--- config.mk ---
export PLATFORM = sky130hd
export DESIGN_NAME = hostbus_slave
export DESIGN_NICKNAME = d
export VERILOG_FILES = /design/src/rtl/hbs_pkg.sv /design/src/rtl/hbs_addr_unit.sv /design/src/rtl/hbs_half_unit.sv /design/src/rtl/hbs_ctrl.sv /design/src/rtl/hostbus_slave.sv
export SDC_FILE = /design/constraint.sdc
export NUM_CORES = 1
export LEC_CHECK = 0
export ABC_CLOCK_PERIOD_IN_PS = 3900
export BUFFER_PORTS_ARGS = -buffer_cell sky130_fd_sc_hd__buf_4
export CORE_UTILIZATION = 45
export CTS_BUF_LIST = sky130_fd_sc_hd__clkbuf_4 sky130_fd_sc_hd__clkbuf_8
export CTS_CLUSTER_DIAMETER = 100
export DETAILED_ROUTE_END_ITERATION = 8
export PLACE_DENSITY = 0.64
export SLEW_MARGIN = 20
export SYNTH_ARGS = -nofsm -noshare
export SYNTH_HDL_FRONTEND = slang
export SYNTH_SLANG_ARGS = --single-unit
--- constraint.sdc ---
create_clock -name clk -period 3.9 [get_ports clk]
set_input_delay 0.78 -clock clk [delete_from_list [all_inputs] [get_ports clk]]
set_output_delay 0.78 -clock clk [all_outputs]
set_load 0.02 [all_outputs]
--- src/rtl/hbs_pkg.sv ---
package hbs_pkg;

    typedef enum logic [1:0] {
        ST_IDLE   = 2'd0,
        ST_ACCESS = 2'd1,
        ST_NEXT   = 2'd2
    } hbs_state_e;

    // Direction decode: polarity flips only for the wide path with pol set.
    function automatic logic dir_is_write(input logic wide, input logic pol, input logic dir);
        return (wide && pol) ? dir : !dir;
    endfunction

    // Half-word decode: upper when the select equals the polarity input.
    function automatic logic half_is_upper(input logic pol, input logic half);
        return pol ? half : !half;
    endfunction

endpackage

--- src/rtl/hbs_addr_unit.sv ---
module hbs_addr_unit #(
    parameter int ADDR_W = 16
) (
    input  logic              clk,
    input  logic              rst_n,
    input  logic              cfg_mux,
    input  logic              cfg_pol,
    input  logic              ale,
    input  logic [ADDR_W-1:0] bus_lo,
    input  logic [ADDR_W-1:0] pin_addr,
    input  logic              pin_space,
    input  logic              pin_half,
    input  logic              beat,
    input  logic              reload,
    input  logic              word_done,
    output logic [ADDR_W-1:0] word_addr,
    output logic              space_q,
    output logic              upper_now
);
    import hbs_pkg::*;

    logic [ADDR_W-1:0] lat_addr;
    logic              lat_space;
    logic              lat_half;
    logic              adv_q;
    logic [ADDR_W-1:0] src_addr;
    logic              src_space;
    logic              src_half;
    logic [ADDR_W-1:0] next_addr;

    // Multiplexed address phase capture
    always_ff @(posedge clk or negedge rst_n) begin
        if (!rst_n) begin
            lat_addr  <= '0;
            lat_space <= 1'b0;
            lat_half  <= 1'b0;
        end else if (cfg_mux && ale) begin
            lat_addr  <= bus_lo;
            lat_space <= pin_space;
            lat_half  <= pin_half;
        end
    end

    always_comb begin
        src_addr  = cfg_mux ? lat_addr  : pin_addr;
        src_space = cfg_mux ? lat_space : pin_space;
        src_half  = cfg_mux ? lat_half  : pin_half;
        upper_now = half_is_upper(cfg_pol, src_half);
        if (reload) begin
            next_addr = src_addr;
        end else if (adv_q) begin
            next_addr = word_addr + ADDR_W'(1);
        end else begin
            next_addr = word_addr;
        end
    end

    always_ff @(posedge clk or negedge rst_n) begin
        if (!rst_n) begin
            word_addr <= '0;
            space_q   <= 1'b0;
            adv_q     <= 1'b0;
        end else if (beat) begin
            word_addr <= next_addr;
            adv_q     <= word_done;
            if (reload) begin
                space_q <= src_space;
            end
        end
    end

endmodule

--- src/rtl/hbs_half_unit.sv ---
module hbs_half_unit #(
    parameter int DATA_W = 32
) (
    input  logic              clk,
    input  logic              rst_n,
    input  logic              cfg_wide,
    input  logic              beat,
    input  logic              wr_now,
    input  logic              is_second,
    input  logic              upper_now,
    input  logic              need_access,
    input  logic [DATA_W-1:0] bus_wdata,
    input  logic              rd_ack,
    input  logic [DATA_W-1:0] rd_word,
    output logic [DATA_W-1:0] word_wdata,
    output logic [DATA_W-1:0] host_rdata
);
    localparam int HALF_W = DATA_W / 2;

    logic [HALF_W-1:0] stage;
    logic [DATA_W-1:0] rbuf;
    logic              upper_q;

    always_comb begin
        if (cfg_wide) begin
            word_wdata = bus_wdata;
        end else if (upper_now) begin
            word_wdata = {bus_wdata[HALF_W-1:0], stage};
        end else begin
            word_wdata = {stage, bus_wdata[HALF_W-1:0]};
        end
    end

    always_ff @(posedge clk or negedge rst_n) begin
        if (!rst_n) begin
            stage   <= '0;
            upper_q <= 1'b0;
        end else if (beat) begin
            upper_q <= upper_now;
            if (!cfg_wide && !is_second) begin
                stage <= bus_wdata[HALF_W-1:0];
            end
        end
    end

    always_ff @(posedge clk or negedge rst_n) begin
        if (!rst_n) begin
            rbuf       <= '0;
            host_rdata <= '0;
        end else if (rd_ack) begin
            rbuf <= rd_word;
            if (cfg_wide) begin
                host_rdata <= rd_word;
            end else begin
                host_rdata <= {{HALF_W{1'b0}},
                               upper_q ? rd_word[DATA_W-1:HALF_W] : rd_word[HALF_W-1:0]};
            end
        end else if (beat && !wr_now && !cfg_wide && !need_access) begin
            host_rdata <= {{HALF_W{1'b0}},
                           upper_now ? rbuf[DATA_W-1:HALF_W] : rbuf[HALF_W-1:0]};
        end
    end

endmodule

--- src/rtl/hbs_ctrl.sv ---
module hbs_ctrl (
    input  logic clk,
    input  logic rst_n,
    input  logic cfg_mux,
    input  logic cfg_wide,
    input  logic cfg_pol,
    input  logic strobe_n,
    input  logic dir,
    input  logic ale,
    input  logic last_n,
    input  logic ack,
    output logic beat,
    output logic reload,
    output logic wr_now,
    output logic wr_q,
    output logic is_second,
    output logic need_access,
    output logic word_done,
    output logic ready,
    output logic req,
    output logic idle
);
    import hbs_pkg::*;

    hbs_state_e state, state_nx;
    logic       last_q;
    logic       hphase;
    logic       first;
    logic       addr_phase;

    // State register
    always_ff @(posedge clk or negedge rst_n) begin
        if (!rst_n) begin
            state <= ST_IDLE;
        end else begin
            state <= state_nx;
        end
    end

    // Beat-level bookkeeping registers
    always_ff @(posedge clk or negedge rst_n) begin
        if (!rst_n) begin
            last_q <= 1'b0;
            wr_q   <= 1'b0;
            hphase <= 1'b0;
        end else if (beat) begin
            last_q <= !last_n;
            wr_q   <= wr_now;
            hphase <= cfg_wide ? 1'b0 : !is_second;
        end
    end

    // Beat qualification and next state
    always_comb begin
        addr_phase = cfg_mux && ale;
        first      = (state == ST_IDLE);
        beat       = 1'b0;
        reload     = 1'b0;
        state_nx   = state;
        unique case (state)
            ST_IDLE: begin
                beat   = !strobe_n && !addr_phase;
                reload = 1'b1;
            end
            ST_NEXT: begin
                beat   = !addr_phase;
                reload = !strobe_n;
            end
            ST_ACCESS: begin
                beat   = 1'b0;
                reload = 1'b0;
            end
            default: begin
                beat   = 1'b0;
                reload = 1'b0;
            end
        endcase
        wr_now      = first ? dir_is_write(cfg_wide, cfg_pol, dir) : wr_q;
        is_second   = !cfg_wide && !first && hphase;
        need_access = cfg_wide || (wr_now ? is_second : !is_second);
        word_done   = cfg_wide || is_second;
        unique case (state)
            ST_IDLE, ST_NEXT: begin
                if (beat) begin
                    if (need_access) begin
                        state_nx = ST_ACCESS;
                    end else if (!last_n) begin
                        state_nx = ST_IDLE;
                    end else begin
                        state_nx = ST_NEXT;
                    end
                end
            end
            ST_ACCESS: begin
                if (ack) begin
                    state_nx = last_q ? ST_IDLE : ST_NEXT;
                end
            end
            default: state_nx = ST_IDLE;
        endcase
    end

    // Outputs
    always_comb begin
        ready = 1'b1;
        req   = 1'b0;
        idle  = 1'b0;
        unique case (state)
            ST_IDLE:   idle  = 1'b1;
            ST_ACCESS: begin
                ready = 1'b0;
                req   = 1'b1;
            end
            ST_NEXT:   ready = 1'b1;
            default:   ready = 1'b1;
        endcase
    end

endmodule

--- src/rtl/hostbus_slave.sv ---
module hostbus_slave #(
    parameter int ADDR_W = 16,
    parameter int DATA_W = 32
) (
    input  logic              clk,
    input  logic              rst_n,
    input  logic              cfg_mux,
    input  logic              cfg_wide,
    input  logic              cfg_pol,
    input  logic              hb_strobe_n,
    input  logic              hb_dir,
    input  logic              hb_ale,
    input  logic              hb_last_n,
    input  logic              hb_half,
    input  logic              hb_space,
    input  logic [ADDR_W-1:0] hb_addr,
    input  logic [1:0]        hb_wen,
    input  logic [DATA_W-1:0] hb_wdata,
    output logic [DATA_W-1:0] hb_rdata,
    output logic              hb_ready,
    output logic              m_req,
    output logic              m_we,
    output logic              m_space,
    output logic [ADDR_W-1:0] m_addr,
    output logic [DATA_W-1:0] m_wdata,
    output logic [1:0]        m_mask,
    input  logic              m_ack,
    input  logic [DATA_W-1:0] m_rdata
);
    logic              beat;
    logic              reload;
    logic              wr_now;
    logic              wr_q;
    logic              is_second;
    logic              need_access;
    logic              word_done;
    logic              ctrl_idle;
    logic              upper_now;
    logic [DATA_W-1:0] word_wdata;

    hbs_ctrl u_ctrl (
        .clk         (clk),
        .rst_n       (rst_n),
        .cfg_mux     (cfg_mux),
        .cfg_wide    (cfg_wide),
        .cfg_pol     (cfg_pol),
        .strobe_n    (hb_strobe_n),
        .dir         (hb_dir),
        .ale         (hb_ale),
        .last_n      (hb_last_n),
        .ack         (m_ack),
        .beat        (beat),
        .reload      (reload),
        .wr_now      (wr_now),
        .wr_q        (wr_q),
        .is_second   (is_second),
        .need_access (need_access),
        .word_done   (word_done),
        .ready       (hb_ready),
        .req         (m_req),
        .idle        (ctrl_idle)
    );

    hbs_addr_unit #(.ADDR_W(ADDR_W)) u_addr (
        .clk       (clk),
        .rst_n     (rst_n),
        .cfg_mux   (cfg_mux),
        .cfg_pol   (cfg_pol),
        .ale       (hb_ale),
        .bus_lo    (hb_wdata[ADDR_W-1:0]),
        .pin_addr  (hb_addr),
        .pin_space (hb_space),
        .pin_half  (hb_half),
        .beat      (beat),
        .reload    (reload),
        .word_done (word_done),
        .word_addr (m_addr),
        .space_q   (m_space),
        .upper_now (upper_now)
    );

    hbs_half_unit #(.DATA_W(DATA_W)) u_half (
        .clk         (clk),
        .rst_n       (rst_n),
        .cfg_wide    (cfg_wide),
        .beat        (beat),
        .wr_now      (wr_now),
        .is_second   (is_second),
        .upper_now   (upper_now),
        .need_access (need_access),
        .bus_wdata   (hb_wdata),
        .rd_ack      (m_req && m_ack && !m_we),
        .rd_word     (m_rdata),
        .word_wdata  (word_wdata),
        .host_rdata  (hb_rdata)
    );

    assign m_we = wr_q;

    // Write word and mask are held from the issuing beat until the next one
    always_ff @(posedge clk or negedge rst_n) begin
        if (!rst_n) begin
            m_wdata <= '0;
            m_mask  <= 2'b00;
        end else if (beat && need_access) begin
            m_wdata <= word_wdata;
            m_mask  <= hb_wen;
        end
    end

endmodule

==> results.yml <==
cells_and_area:
  num_antenna_cells: 0
  final_layout_size_suffix_gt1_frac: 0.2938
  layout_commonest_cell: "buf_4"
  final_cell_mix: "buf_4, dfrtp_1, nand2_1"
  nNetsFinal: 1069
  layoutNonFillerInstCount: 1212
  area_delta_synth_final_pct: 23.70
  nFillCells: 1596
die:
  die_h_um: 135.3
  die_w_um: 135.3
  rows: 48
  ios: 180
  core_um2: 17300
  floorplan.initialDensity: 0.4620
  dieArea_um2: 18300
setup_path:
  r2r_start: "u_ctrl.state[0]$_DFFE_PN0P_"
  end_kind: "flip-flop"
  r2r_slack_ns: 1.56
  slowest_stage: "xnor2_2"
  cp.arrival_ns: 2.93
  start_kind: "input port"
  crit_path_max_fanout: 24
  r2r_cells: 4
  cpPeakStageDelay_ns: 0.71
  regToRegEndpoint: "u_half.stage[13]$_DFFE_PN0P_"
  path_class: "input port to flip-flop"
  worstPathCellList: "buf_4 > mux2i_4 > xnor2_2 > buf_4 > mux2_2 > a221o_1"
  crit_buf_inv: 2
  crit_family: "XOR/XNOR gates"
  crit_start: "cfg_mux"
  path_common_cell: "buf_4"
  crit_required_ns: 4.24
routing:
  wl_per_cell_um: 18.04
  vias_per_cell: 5.670
  met3_length_um: 1264
  wl_met2_um: 10420
  vias: 6872
  firstDrtPassIters: 8
  routed.top_layer: "met4"
  drc_errors: 0
  finalWirelength_um: 21870
  ant_nets: 0
  met1Wirelength_um: 9648
  drt_iter0_markers: 424
grt:
  grt_pass1_vias: 6554
  grt_antenna_before_repair: 0
  track_usage: 0.2444
  overflow: 0
  grt_pass1_wl_um: 34490
  grt_max_degree: 89
timing:
  setup_tns_ns: 0
  rsz0062_at_grt: "false"
  fin_crit_sh: 0.6634
  finalSetupViolCount: 0
  fmax_mhz: 386.5
  maxSlewHeadroom: 0.3962
  final_hold_viol_count: 0
  skew_ns: 0.008869
  hold_slack_ns: 0.4085
  drv_slew: 0
  worst_pin_slew_ns: 0.9013
  period_minus_slack_ns: 2.587
logic_synthesis:
  synthSimpleGateAreaFrac: 0.1838
  ys_top_cells_by_area: "dfrtp_1, nand2_1, mux2_2, o21ai_0, mux2i_1"
  synth_nets: 923
  synth_top_family_by_area: "simple AND/OR/NAND/NOR gates"
  yosysTopAreaCell: "dfrtp_1"
  synth_top_area_frac: 0.4885
  ys.flop_type: "dfrtp_1"
  synth_fa_ha_area_frac: 0.001566
  synth.avg_cell_area_um2: 9.651
  synth_warnings: 0
  synthArstFlopShare: 1.000
  synth_xor_xnor_area_share: 0.004227
  yosys.cell_types.count: 53
  ys_seq_elements: 156
  synth_edf_count: 0
  syn_area_um2: 7991
  ys_seq_area_frac: 0.4885
  syn-instance-count: 828
  synth_mux_area_frac: 0.1267
  synth_compound_gate_area_share: 0.1578
cts:
  clock_sinks: 156
  cts_setup_buffers: 0
  ctsHoldBuffers: 0
  cts_resized: 0
  htree_levels: 4
  cts_root_buf: "clkbuf_8"
  clk_pin_slew_worst_paths_ns: 0.08
  clock_path_buffers: 2
  cts_tree: "built"
  cts-buffers-inserted: 17
  clock_latency_ns: 0.45
outcome:
  status: "complete, no violations"
place:
  dp_hpwl_um: 14750
  port_buffers: 179
  placed_cells: 1180
  place_congestion: 0.8286
job:
  maxCapViolations: 0
power:
  p_leak_uw: 0.004611
  power.density_nw_per_um2: 726.1
  ir_worst_vdd_v: 0.0003284
hold_path:
  hold_path_class: "input port to asynchronous set/reset pin"
## registers in the layout, summed over array words and instances, names as in the netlist, 2 cells and up
signal	cells
u_half.rbuf	32
m_mask	2
u_half.host_rdata	32
u_ctrl.state	2
u_addr.lat_addr	16
u_half.stage	16
m_wdata	32
u_addr.word_addr	16
## power breakdown
part / switching (µW) / total (µW) / internal, µW
combinational: 1670 / 3030 / 1360
clock: 617 / 1290 / 670
sequential: 566 / 2860 / 2290
total: 2860 / 7180 / 4320
## cell type report
class,instances,area (µm²),share of cell area
Clock inverter,11,142.6,0.01443
Timing Repair Buffer,191,1450,0.1467
Inverter,6,22.52,0.002278
Clock buffer,21,270.3,0.02734
Tap cell,225,281.5,0.02848
Sequential cell,156,3904,0.3949
Multi-Input combinational cell,602,3815,0.3859
## stage by stage
| step | instance area, µm² | utilization | power, µW | setup slack, ns |
|---|---|---|---|---|
| after CTS | 9886 | 0.5715 | 7229 | 1.332 |
| final | 9886 | 0.5715 | 7178 | 1.313 |
| after global placement | 9473 | 0.5477 | 5881 | 0.8673 |
| after global routing | 9886 | 0.5715 | 7639 | 1.269 |
| after floorplan | 7991 | - | 4678 | 1.549 |
| after detailed placement | 9473 | 0.5477 | 5937 | 0.8596 |
## cell usage after synthesis, types with 5 or more instances
cell type,n
nor3b_1,33
inv_1,6
o22ai_1,5
nand4_1,6
nand2b_1,20
mux2i_1,28
clkbuf_1,42
mux2_4,9
a21oi_1,34
nand3_1,25
nor4_1,5
buf_2,7
nor3_1,36
a221o_1,16
nor2_1,13
nand2_1,149
mux2_2,49
buf_1,8
o21ai_0,107
dfrtp_1,156
a22o_1,17
## kinds of logic (layout without fill, tap and decap cells)
logic type	after synthesis	count (layout)
xor+xnor	3	3
compound gates	206	206
fa+ha+maj	1	1
mux	88	88
simple gates	304	304
buf+inv	70	229
flops	156	156
## worst max-delay path by stage
stage / endpoint / slack, ns / depth (start not counted)
after floorplan: u_half.host_rdata[10]$_DFFE_PN0P_ / 1.55 / 6
after global placement: u_half.host_rdata[2]$_DFFE_PN0P_ / 0.87 / 6
after detailed placement: u_half.host_rdata[0]$_DFFE_PN0P_ / 0.86 / 6
after CTS: u_half.host_rdata[1]$_DFFE_PN0P_ / 1.33 / 6
after global routing: u_half.host_rdata[0]$_DFFE_PN0P_ / 1.27 / 6
final: u_half.host_rdata[5]$_DFFE_PN0P_ / 1.31 / 6
## metal layers
layer  vias to the layer above  global-route usage
met5                         -                   0
met2                       253              0.3818
met1                      3337              0.3326
met4                         0              0.1074
li1                       3245                   -
met3                        37             0.04302
Note: power is estimated with default switching activity, not from simulation.
